--- src/rtl/tmr_pkg.sv ---
`timescale 1ns/100ps
package tmr_pkg;
   localparam int DATA_W      = 32;
   localparam int NUM_CH      = 2;
   localparam int AW          = 3;
   // Control word bit positions (software-visible layout)
   localparam int CTL_RUN_BIT = 30;
   localparam int CTL_IE_BIT  = 29;
   localparam int CTL_REP_BIT = 27;
   // Word address bases; channel c is at base + c
   localparam logic [AW-1:0] A_CTL_BASE  = 3'd0;
   localparam logic [AW-1:0] A_LOAD_BASE = 3'd2;
   localparam logic [AW-1:0] A_CNT_BASE  = 3'd4;
   localparam logic [AW-1:0] A_PEND      = 3'd6;

   typedef struct packed {
      logic run;
      logic ie;
      logic rep;
   } chan_mode_t;
endpackage

--- src/rtl/tmr_prescaler.sv ---
`timescale 1ns/100ps
module tmr_prescaler #(
   parameter int PSC_W = 8
) (
   input  logic             clk,
   input  logic             rst_n,
   input  logic             run,
   input  logic             restart,
   input  logic [PSC_W-1:0] div,
   output logic             tick
);
   logic [PSC_W-1:0] phase_q;

   // Tick on the last phase; >= keeps a lowered divider from stalling
   assign tick = run && (phase_q >= div);

   always_ff @(posedge clk) begin
      if (!rst_n) begin
         phase_q <= '0;
      end else if (restart) begin
         phase_q <= '0;
      end else if (run) begin
         if (phase_q >= div) phase_q <= '0;
         else                phase_q <= phase_q + 1'b1;
      end
   end
endmodule

--- src/rtl/tmr_channel.sv ---
`timescale 1ns/100ps
module tmr_channel
   import tmr_pkg::*;
#(
   parameter int CNT_W = 24,
   parameter int PSC_W = 8
) (
   input  logic             clk,
   input  logic             rst_n,
   input  logic             ctl_we,
   input  logic             load_we,
   input  logic             run_in,
   input  logic             ie_in,
   input  logic             rep_in,
   input  logic [PSC_W-1:0] div_in,
   input  logic [CNT_W-1:0] load_in,
   output chan_mode_t       mode_o,
   output logic [PSC_W-1:0] div_o,
   output logic [CNT_W-1:0] load_o,
   output logic [CNT_W-1:0] cnt_o,
   output logic             expire_o
);
   localparam logic [CNT_W-1:0] ONE = CNT_W'(1);

   chan_mode_t       mode_q;
   logic [PSC_W-1:0] div_q;
   logic [CNT_W-1:0] load_q;
   logic [CNT_W-1:0] cnt_q;
   logic             armed_q;
   logic             start;
   logic             tick;
   logic             last;

   // A run request after a fresh reload value (or after a single-shot end) restarts the count
   assign start = ctl_we && run_in && armed_q;
   assign last  = (cnt_q <= ONE);

   tmr_prescaler #(.PSC_W(PSC_W)) u_psc (
      .clk     (clk),
      .rst_n   (rst_n),
      .run     (mode_q.run),
      .restart (start),
      .div     (div_q),
      .tick    (tick)
   );

   assign expire_o = tick && !start && last;

   always_ff @(posedge clk) begin
      if (!rst_n) begin
         mode_q  <= '0;
         div_q   <= '0;
         load_q  <= '0;
         cnt_q   <= '0;
         armed_q <= 1'b1;
      end else begin
         if (load_we) begin
            load_q  <= load_in;
            armed_q <= 1'b1;
         end
         if (ctl_we) begin
            mode_q.run <= run_in;
            mode_q.ie  <= ie_in;
            mode_q.rep <= rep_in;
            div_q      <= div_in;
         end
         if (start) begin
            cnt_q   <= load_q;
            armed_q <= 1'b0;
         end else if (tick) begin
            if (last) begin
               if (mode_q.rep) begin
                  cnt_q <= load_q;
               end else begin
                  cnt_q   <= '0;
                  armed_q <= 1'b1;
                  if (!ctl_we) mode_q.run <= 1'b0;
               end
            end else begin
               cnt_q <= cnt_q - ONE;
            end
         end
      end
   end

   assign mode_o = mode_q;
   assign div_o  = div_q;
   assign load_o = load_q;
   assign cnt_o  = cnt_q;
endmodule

--- src/rtl/tmr_irq_status.sv ---
`timescale 1ns/100ps
module tmr_irq_status #(
   parameter int NUM_CH = 2
) (
   input  logic              clk,
   input  logic              rst_n,
   input  logic              clr_we,
   input  logic [NUM_CH-1:0] clr_bits,
   input  logic [NUM_CH-1:0] set_bits,
   input  logic [NUM_CH-1:0] ie,
   output logic [NUM_CH-1:0] flags,
   output logic [NUM_CH-1:0] irq
);
   logic [NUM_CH-1:0] flags_q;
   logic [NUM_CH-1:0] clr_mask;

   assign clr_mask = clr_we ? clr_bits : '0;

   always_ff @(posedge clk) begin
      if (!rst_n) flags_q <= '0;
      else        flags_q <= (flags_q & ~clr_mask) | set_bits;  // a new expiry beats a clear
   end

   assign flags = flags_q;
   assign irq   = flags_q & ie;
endmodule

--- src/rtl/dual_down_timer.sv ---
`timescale 1ns/100ps
module dual_down_timer
   import tmr_pkg::*;
#(
   parameter int CNT_W = 24,
   parameter int PSC_W = 8
) (
   input  logic              clk,
   input  logic              rst_n,
   input  logic              wr_en,
   input  logic [2:0]        addr,
   input  logic [31:0]       wr_data,
   output logic [31:0]       rd_data,
   output logic [1:0]        irq
);
   if (CNT_W < 1 || CNT_W > DATA_W) begin : g_bad_cnt
      $error("dual_down_timer: CNT_W must be 1..32");
   end
   if (PSC_W < 1 || PSC_W > CTL_REP_BIT) begin : g_bad_psc
      $error("dual_down_timer: PSC_W must be 1..27");
   end

   chan_mode_t                    mode_v [NUM_CH];
   logic [NUM_CH-1:0][PSC_W-1:0]  div_v;
   logic [NUM_CH-1:0][CNT_W-1:0]  load_v;
   logic [NUM_CH-1:0][CNT_W-1:0]  cnt_v;
   logic [NUM_CH-1:0]             expire_v;
   logic [NUM_CH-1:0]             run_v;
   logic [NUM_CH-1:0]             ie_v;
   logic [NUM_CH-1:0]             rep_v;
   logic [NUM_CH-1:0]             flags_q;
   logic                          unused_wd;

   assign unused_wd = ^wr_data;

   for (genvar c = 0; c < NUM_CH; c++) begin : g_ch
      localparam logic [AW-1:0] CTL_A  = A_CTL_BASE  + AW'(c);
      localparam logic [AW-1:0] LOAD_A = A_LOAD_BASE + AW'(c);

      tmr_channel #(.CNT_W(CNT_W), .PSC_W(PSC_W)) u_chan (
         .clk      (clk),
         .rst_n    (rst_n),
         .ctl_we   (wr_en && (addr == CTL_A)),
         .load_we  (wr_en && (addr == LOAD_A)),
         .run_in   (wr_data[CTL_RUN_BIT]),
         .ie_in    (wr_data[CTL_IE_BIT]),
         .rep_in   (wr_data[CTL_REP_BIT]),
         .div_in   (wr_data[PSC_W-1:0]),
         .load_in  (wr_data[CNT_W-1:0]),
         .mode_o   (mode_v[c]),
         .div_o    (div_v[c]),
         .load_o   (load_v[c]),
         .cnt_o    (cnt_v[c]),
         .expire_o (expire_v[c])
      );

      assign run_v[c] = mode_v[c].run;
      assign ie_v[c]  = mode_v[c].ie;
      assign rep_v[c] = mode_v[c].rep;
   end

   tmr_irq_status #(.NUM_CH(NUM_CH)) u_pend (
      .clk      (clk),
      .rst_n    (rst_n),
      .clr_we   (wr_en && (addr == A_PEND)),
      .clr_bits (wr_data[NUM_CH-1:0]),
      .set_bits (expire_v),
      .ie       (ie_v),
      .flags    (flags_q),
      .irq      (irq)
   );

   always_comb begin
      rd_data = '0;
      for (int c = 0; c < NUM_CH; c++) begin
         if (addr == A_CTL_BASE + AW'(c)) begin
            rd_data[CTL_RUN_BIT] = run_v[c];
            rd_data[CTL_IE_BIT]  = ie_v[c];
            rd_data[CTL_REP_BIT] = rep_v[c];
            rd_data[PSC_W-1:0]   = div_v[c];
         end
         if (addr == A_LOAD_BASE + AW'(c)) rd_data[CNT_W-1:0] = load_v[c];
         if (addr == A_CNT_BASE + AW'(c))  rd_data[CNT_W-1:0] = cnt_v[c];
      end
      if (addr == A_PEND) rd_data[NUM_CH-1:0] = flags_q;
   end
endmodule

--- config.mk ---
export PLATFORM = sky130hd
export DESIGN_NAME = dual_down_timer
export DESIGN_NICKNAME = d
export VERILOG_FILES = /design/src/rtl/tmr_pkg.sv /design/src/rtl/tmr_prescaler.sv /design/src/rtl/tmr_channel.sv /design/src/rtl/tmr_irq_status.sv /design/src/rtl/dual_down_timer.sv
export SDC_FILE = /design/constraint.sdc
export NUM_CORES = 1
export LEC_CHECK = 0
export BUFFER_PORTS_ARGS = -buffer_cell sky130_fd_sc_hd__buf_4
export CORE_MARGIN = 3
export CORE_UTILIZATION = 30
export DETAILED_ROUTE_END_ITERATION = 16
export PLACE_DENSITY = 0.5
export SETUP_SLACK_MARGIN = 0.4
export SLEW_MARGIN = 20
export SYNTH_ARGS = -nofsm -noshare
export SYNTH_HDL_FRONTEND = slang
export SYNTH_HIERARCHICAL = 1
export SYNTH_SLANG_ARGS = --single-unit
export TNS_END_PERCENT = 10
--- constraint.sdc ---
create_clock -name clk -period 3.1 [get_ports clk]
set_input_delay 0.155 -clock clk [delete_from_list [all_inputs] [get_ports clk]]
set_output_delay 0.155 -clock clk [all_outputs]
set_load 0.05 [all_outputs]
* After elaboration in Yosys (flattened, before gate mapping)
Index checks and enable logic that the tools add are counted.
Word-level totals: flip-flop bits (word level) 138, RAM bits 0, input bits 38, word-level logic and storage cells 102, memories 0, memory bits (read-only) 0, latch bits 0, output and inout bits 34
Cells by class: mux-type cells 44, divide/modulo/power cells 0, magnitude comparators 4, reduce and logical (&&, ||, !) cells 22, $add $sub $neg 4, bitwise operators 5, $mul 0, shift operators 0, eq/ne operators 6
Operator list (count):
- 2-to-1 mux 24 bit | 12
- less-or-equal comparator 24 x 1 -> 1 bit, second input constant | 2
- subtractor 24 x 1 -> 24 bit, second input constant | 2
- 2-to-1 mux 8 bit | 4
- 2-to-1 mux 1 bit | 22
- adder 8 x 1 -> 8 bit, second input constant | 2
- >= comparator 8 bit | 2
- logical AND 1 bit | 15
- equality test 3 bit, second input constant | 3
- 2-to-1 mux 2 bit | 4
- equality test 3 x 2 -> 1 bit, second input constant | 2
- 2-to-1 mux 3 bit | 2
- bitwise AND 2 bit | 2
- nonzero test 2 bit | 2
- OR reduction 2 bit | 2
- equality test 3 x 1 -> 1 bit, second input constant | 1
- logical NOT 3 bit | 1
- logical NOT 1 bit | 2
- NOT 2 bit | 1
- bitwise OR 2 bit | 1
- NOT 1 bit | 1

* Longest topological paths before layout
depth after elaboration 8, depth in mapped cells 13, mapped depth without buffers 10

* Hierarchy
The synthesis kept the hierarchy.
By module, submodules not included:
- tmr_channel (g_ch[1].u_chan) | area an instance 2972.9 um^2, sequential area each 1201.2 um^2, cells each 316, instances 1
- tmr_channel (g_ch[0].u_chan) | area an instance 2916.5 um^2, sequential area each 1201.2 um^2, cells each 315, instances 1
- tmr_prescaler | area an instance 590.6 um^2, sequential area each 160.2 um^2, cells each 63, instances 2
- dual_down_timer | area an instance 1108.6 um^2, sequential area each 0.0 um^2, cells each 153, instances 1
- tmr_irq_status | area an instance 82.6 um^2, sequential area each 40.0 um^2, cells each 10, instances 1

* Worst setup path before layout
No wires, ideal clock.
path type reg2reg, start register g_ch[1].u_chan.div_q[7], end register g_ch[1].u_chan.cnt_q[23], arrival 2.563 ns, setup slack 0.419 ns, library setup time 0.118 ns, buffers on the path 1, required time 2.982 ns, cell stages (with the launch flop) 12, period minus slack after synthesis 2.681 ns, path through dfxtp_1 inv_1 ha_1 and3_4 o2111a_1 a22o_1 buf_6 or4b_1 or2_2 nor3_1 mux2i_1 o2bb2ai_1
On the way: word-level cells in the longest chain between the ends 3
RTL lines:
- start, declared | RTL line tmr_channel.sv:26 | logic [PSC_W-1:0] div_q;
- start signal, assigned | RTL line tmr_channel.sv:65 | div_q <= div_in;
- >= comparator 8 bit | RTL line tmr_prescaler.sv:15 | assign tick = run && (phase_q >= div);
- logical AND 1 bit | RTL line tmr_prescaler.sv:15
- via g_ch[1].u_chan.tick | RTL line tmr_channel.sv:31 | logic tick;
- nonzero test 2 bit (no source line)
- end signal, assigned | RTL line tmr_channel.sv:68 | cnt_q <= load_q;
- end signal, assigned | RTL line tmr_channel.sv:73 | cnt_q <= load_q;
- end signal, assigned | RTL line tmr_channel.sv:80 | cnt_q <= cnt_q - ONE;
- end, declared | RTL line tmr_channel.sv:28 | logic [CNT_W-1:0] cnt_q;
The timed path passes the listed nets, and every way through them passes these cells. A chain may end at the register's enable or synchronous reset.

* Worst setup path after layout
start register g_ch[0].u_chan.div_q[5], end register g_ch[0].u_chan.cnt_q[9]
On the way: word-level cells in the longest chain between the ends 3
RTL lines (RTL line):
- start, declared | tmr_channel.sv:26
- start signal, assigned | tmr_channel.sv:65
- >= comparator 8 bit | tmr_prescaler.sv:15
- logical AND 1 bit | tmr_prescaler.sv:15
- via g_ch[0].u_chan.tick | tmr_channel.sv:31
- nonzero test 2 bit (no source line)
- end signal, assigned | tmr_channel.sv:68
- end signal, assigned | tmr_channel.sv:73
- end signal, assigned | tmr_channel.sv:80
- end, declared | tmr_channel.sv:28
The timed path passes the listed nets, and every way through them passes these cells.

==> results.toml <==
[drt]
drc_errors = 0
ant_nets = 0
routedWlPerCell_um = 20.3
num_vias = 7169
wirelength_mm = 27.2
drt_iter0_drc = 581
firstDrtPassIters = 5
viasPerCell = 5.34

[hold_path]
hold_end = "g_ch[1].u_chan/load_o[21]"
holdPathStages = 3
hold_start = "wr_data[21]"
min_path_type = "input pin to flop"

[clock_network]
cts_tree = "built"
cts_max_path_buffers = 2
cts_root_buf = "clkbuf_16"
worstSkewPairLatency_ns = 0.42
cts_buffers = 17
cts_max_level = 4
cts.clk_slew.worst_paths_ns = 0.06
cts_sinks = 138

[grt]
grt_pass1_wl_mm = 41.2
grt_use_total = 0.182
grt_pass1_vias = 6847
gr-total-overflow = 0
grt_max_degree = 40
antenna_found_initial = 0

[sta]
worst_pin_slew_ns = 0.832
slew_violations = 0
fin_crit_sh = 0.866
max_freq_mhz = 373
finalHoldViolations = 0
fin_crit_ns = 2.68
tns_ns = 0
rsz0062_at_grt = "true"
fin_skew_ns = 0.00762
setup_violations = 0
slew_headroom = 0.441

[finish]
fin_util = 0.368
area_growth_syn_to_layout_pct = 20.4
drive_gt1_frac = 0.183
fill_cells = 2826
diodes = 0
fin_nets = 1048

[power]
power.density_nw_per_um2 = 458
ir_drop_mv = 0.271
p_leak_nw = 3.67
switching_share = 0.274
power_frac_clock = 0.451
p_int_mw = 3.31
seq_power_share = 0.406
p_sw_mw = 1.25
combPwrFrac = 0.144

[synthesis]
synth_ff_type = "dfxtp_1"
syn-mean-instance-area_um2 = 8.98
synth_top_area_frac = 0.334
synthTopCellsByCount = "dfxtp_1 (138), mux2i_1 (131), nor2b_1 (75), nand2_1 (53), nor2_1 (42)"
yosysTopAreaCell = "dfxtp_1"
ys_top_cells_by_area = "dfxtp_1 (33%), mux2i_1 (16%), nor2b_1 (5.7%)"
synth-edff-count = 0
yosysWarnings = 6
post-synth-top-count-cell = "dfxtp_1"
syn_inst = 920
synth_cell_types = 77
ys_seq_elements = 138
ys_seq_area_frac = 0.334
syn_area_um2 = 8260
synthArstFlopShare = 0

[floorplanning]
rows = 60
core_um2 = 27000
fp.dieH_um = 172
dieWidth_um = 172
die_area_um2 = 29600
start_util = 0.306
num_io_pins = 72

[critical_path]
slowest_delay_ns = 0.35
critPathKind = "flop to flop"
r2r_start = "g_ch[0].u_chan/div_o[5]"
worstPathMaxFanout = 8
worst_ep_arrival_time_ns = 2.99
critPathCaptureType = "flop"
startpoint_type = "flop"
reg2reg_to = "g_ch[0].u_chan/cnt_o[9]"
worstRegToRegCells = 11
worstPathCellList = "inv_2, ha_1, and3_4, a221o_1, a22o_4, nor3b_2, nand4_1, o31a_1, nor2b_4, buf_6, a211o_1"
crit_path_top_delay_cell = "a221o_1"
r2r_setup_slack_ns = 0.42
worst_ep_required_time_ns = 3.41

[placement]
place_congestion = 0.880
place.detailed.hpwl_mm = 19.7
port_buffers = 61

[flow_run]
maxCapViolCount = 0

[run_status]
outcome = "completed"
-- critical path: cells and delay by family, from the launching register on --
kind                     cells  cell delay [ns]
AO/OA/AOI/OAI                4             1.14
adder cells (fa/ha/maj)      1             0.26
buffers and inverters        2             0.18
flip-flops                   1             0.34
AND/OR/NAND/NOR              4             0.63
-- placed cells by master, fill, tap and decap left out, types with 5 or more instances in the layout --
master | Yosys | final
nand3_1 | 11 | 11
conb_1 | 1 | 5
xnor2_1 | 8 | 8
o2bb2ai_1 | 13 | 13
nor4_1 | 16 | 13
nor2b_1 | 75 | 74
inv_1 | 25 | 24
nand2b_1 | 11 | 11
nor3_1 | 21 | 18
nor3_2 | 16 | 19
a31oi_1 | 5 | 5
dlygate4sd3_1 | 0 | 16
o22ai_1 | 20 | 20
o21ai_0 | 35 | 31
nor3b_1 | 6 | 5
buf_4 | 11 | 90
a22o_1 | 22 | 20
dfxtp_2 | 0 | 6
ha_1 | 22 | 20
a211oi_1 | 14 | 14
and2_1 | 5 | 5
nand2_1 | 53 | 53
nor2_1 | 42 | 40
dfxtp_1 | 138 | 132
xor2_1 | 8 | 8
o31ai_1 | 10 | 10
or4_1 | 5 | 5
a21oi_1 | 34 | 34
mux2i_1 | 131 | 131
clkbuf_16 | 0 | 17
o21ai_1 | 5 | 9
or3_1 | 9 | 8
nand4_1 | 9 | 9
-- flip-flops by register name, summed over array words and instances, names as in the netlist --
register	cells
u_pend/flags	2
g_ch.u_chan/mode_o	6
g_ch.u_chan/load_o	48
g_ch.u_chan/cnt_o	48
g_ch.u_chan/armed_q	2
g_ch.u_chan/u_psc/phase_q	16
g_ch.u_chan/div_o	16
-- metal layers --
layer	GRT usage	vias up	wire length [µm]
li1	-	3515	-
met1	0.246	3463	12600
met2	0.299	160	13000
met3	0.0357	31	1230
met4	0.0441	0	376
met5	0	-	0
-- stage by stage --
stage / instances / hold slack (ns) / setup WS, ns / cell area [µm²] / total power, mW
6_report: 1342 / 0.0175 / 0.417 / 9950 / 4.56
5_1_grt: 1342 / 0.0186 / 0.337 / 9950 / 4.74
4_1_cts: 1337 / 0.00181 / 0.357 / 9820 / 4.60
3_5_place_dp: 1287 / 0.415 / 0.262 / 9010 / 2.51
3_3_place_gp: 1287 / 0.415 / 0.241 / 9010 / 2.51
2_1_floorplan: 924 / 0.256 / 0.419 / 8280 / 2.30
-- power by group through the flow --
stage | registers [mW] | clock network, mW | logic, mW
final | 1.85 | 2.06 | 0.655
after global routing | 1.85 | 2.18 | 0.705
after CTS | 1.85 | 2.10 | 0.644
after detailed placement | 1.89 | 0 | 0.621
after global placement | 1.89 | 0 | 0.621
after floorplan | 1.87 | 0 | 0.433
-- worst max path at each step --
stage	startpoint	endpoint	slack (ns)	depth (start not counted)
CTS	g_ch[1].u_chan/div_o[6]	g_ch[1].u_chan/mode_o[2]	0.36	11
global placement	addr[1]	g_ch[1].u_chan/cnt_o[17]	0.24	8
finish	g_ch[0].u_chan/div_o[5]	g_ch[0].u_chan/cnt_o[9]	0.42	11
detailed placement	g_ch[0].u_chan/div_o[6]	g_ch[0].u_chan/cnt_o[17]	0.26	11
global route	g_ch[0].u_chan/div_o[6]	g_ch[0].u_chan/cnt_o[11]	0.34	11
floorplan	g_ch[1].u_chan/div_o[7]	g_ch[1].u_chan/cnt_o[23]	0.42	11
-- logic make-up after synthesis --
group	Yosys count	share of synthesized area
and+or+nand+nor	310	0.220
muxes	131	0.159
adders and majority gates	22	0.0333
buffers and inverters	93	0.0594
DFF	138	0.334
AOI/OAI and AO/OA	209	0.177
xor gates and xnor gates	16	0.0170
other	1	0.000454
-- what timing repair did --
item,CTS,global route
endpoints found under the setup margin,34,39
pin swaps,3,11
setup buffers,2,4
gates cloned,0,1
endpoints found under the hold margin,23,0
gates resized for setup,13,26
hold buffers,16,0
-- layout make-up --
class,count,area [µm²],area share
Multi-Input combinational cell,693,5140,0.517
Sequential cell,138,2770,0.278
Timing Repair Buffer,111,917,0.0922
Clock buffer,22,474,0.0477
Tap cell,341,427,0.0429
Clock inverter,10,116,0.0117
Inverter,27,101,0.0102
Power figures use the tool's default switching activity.
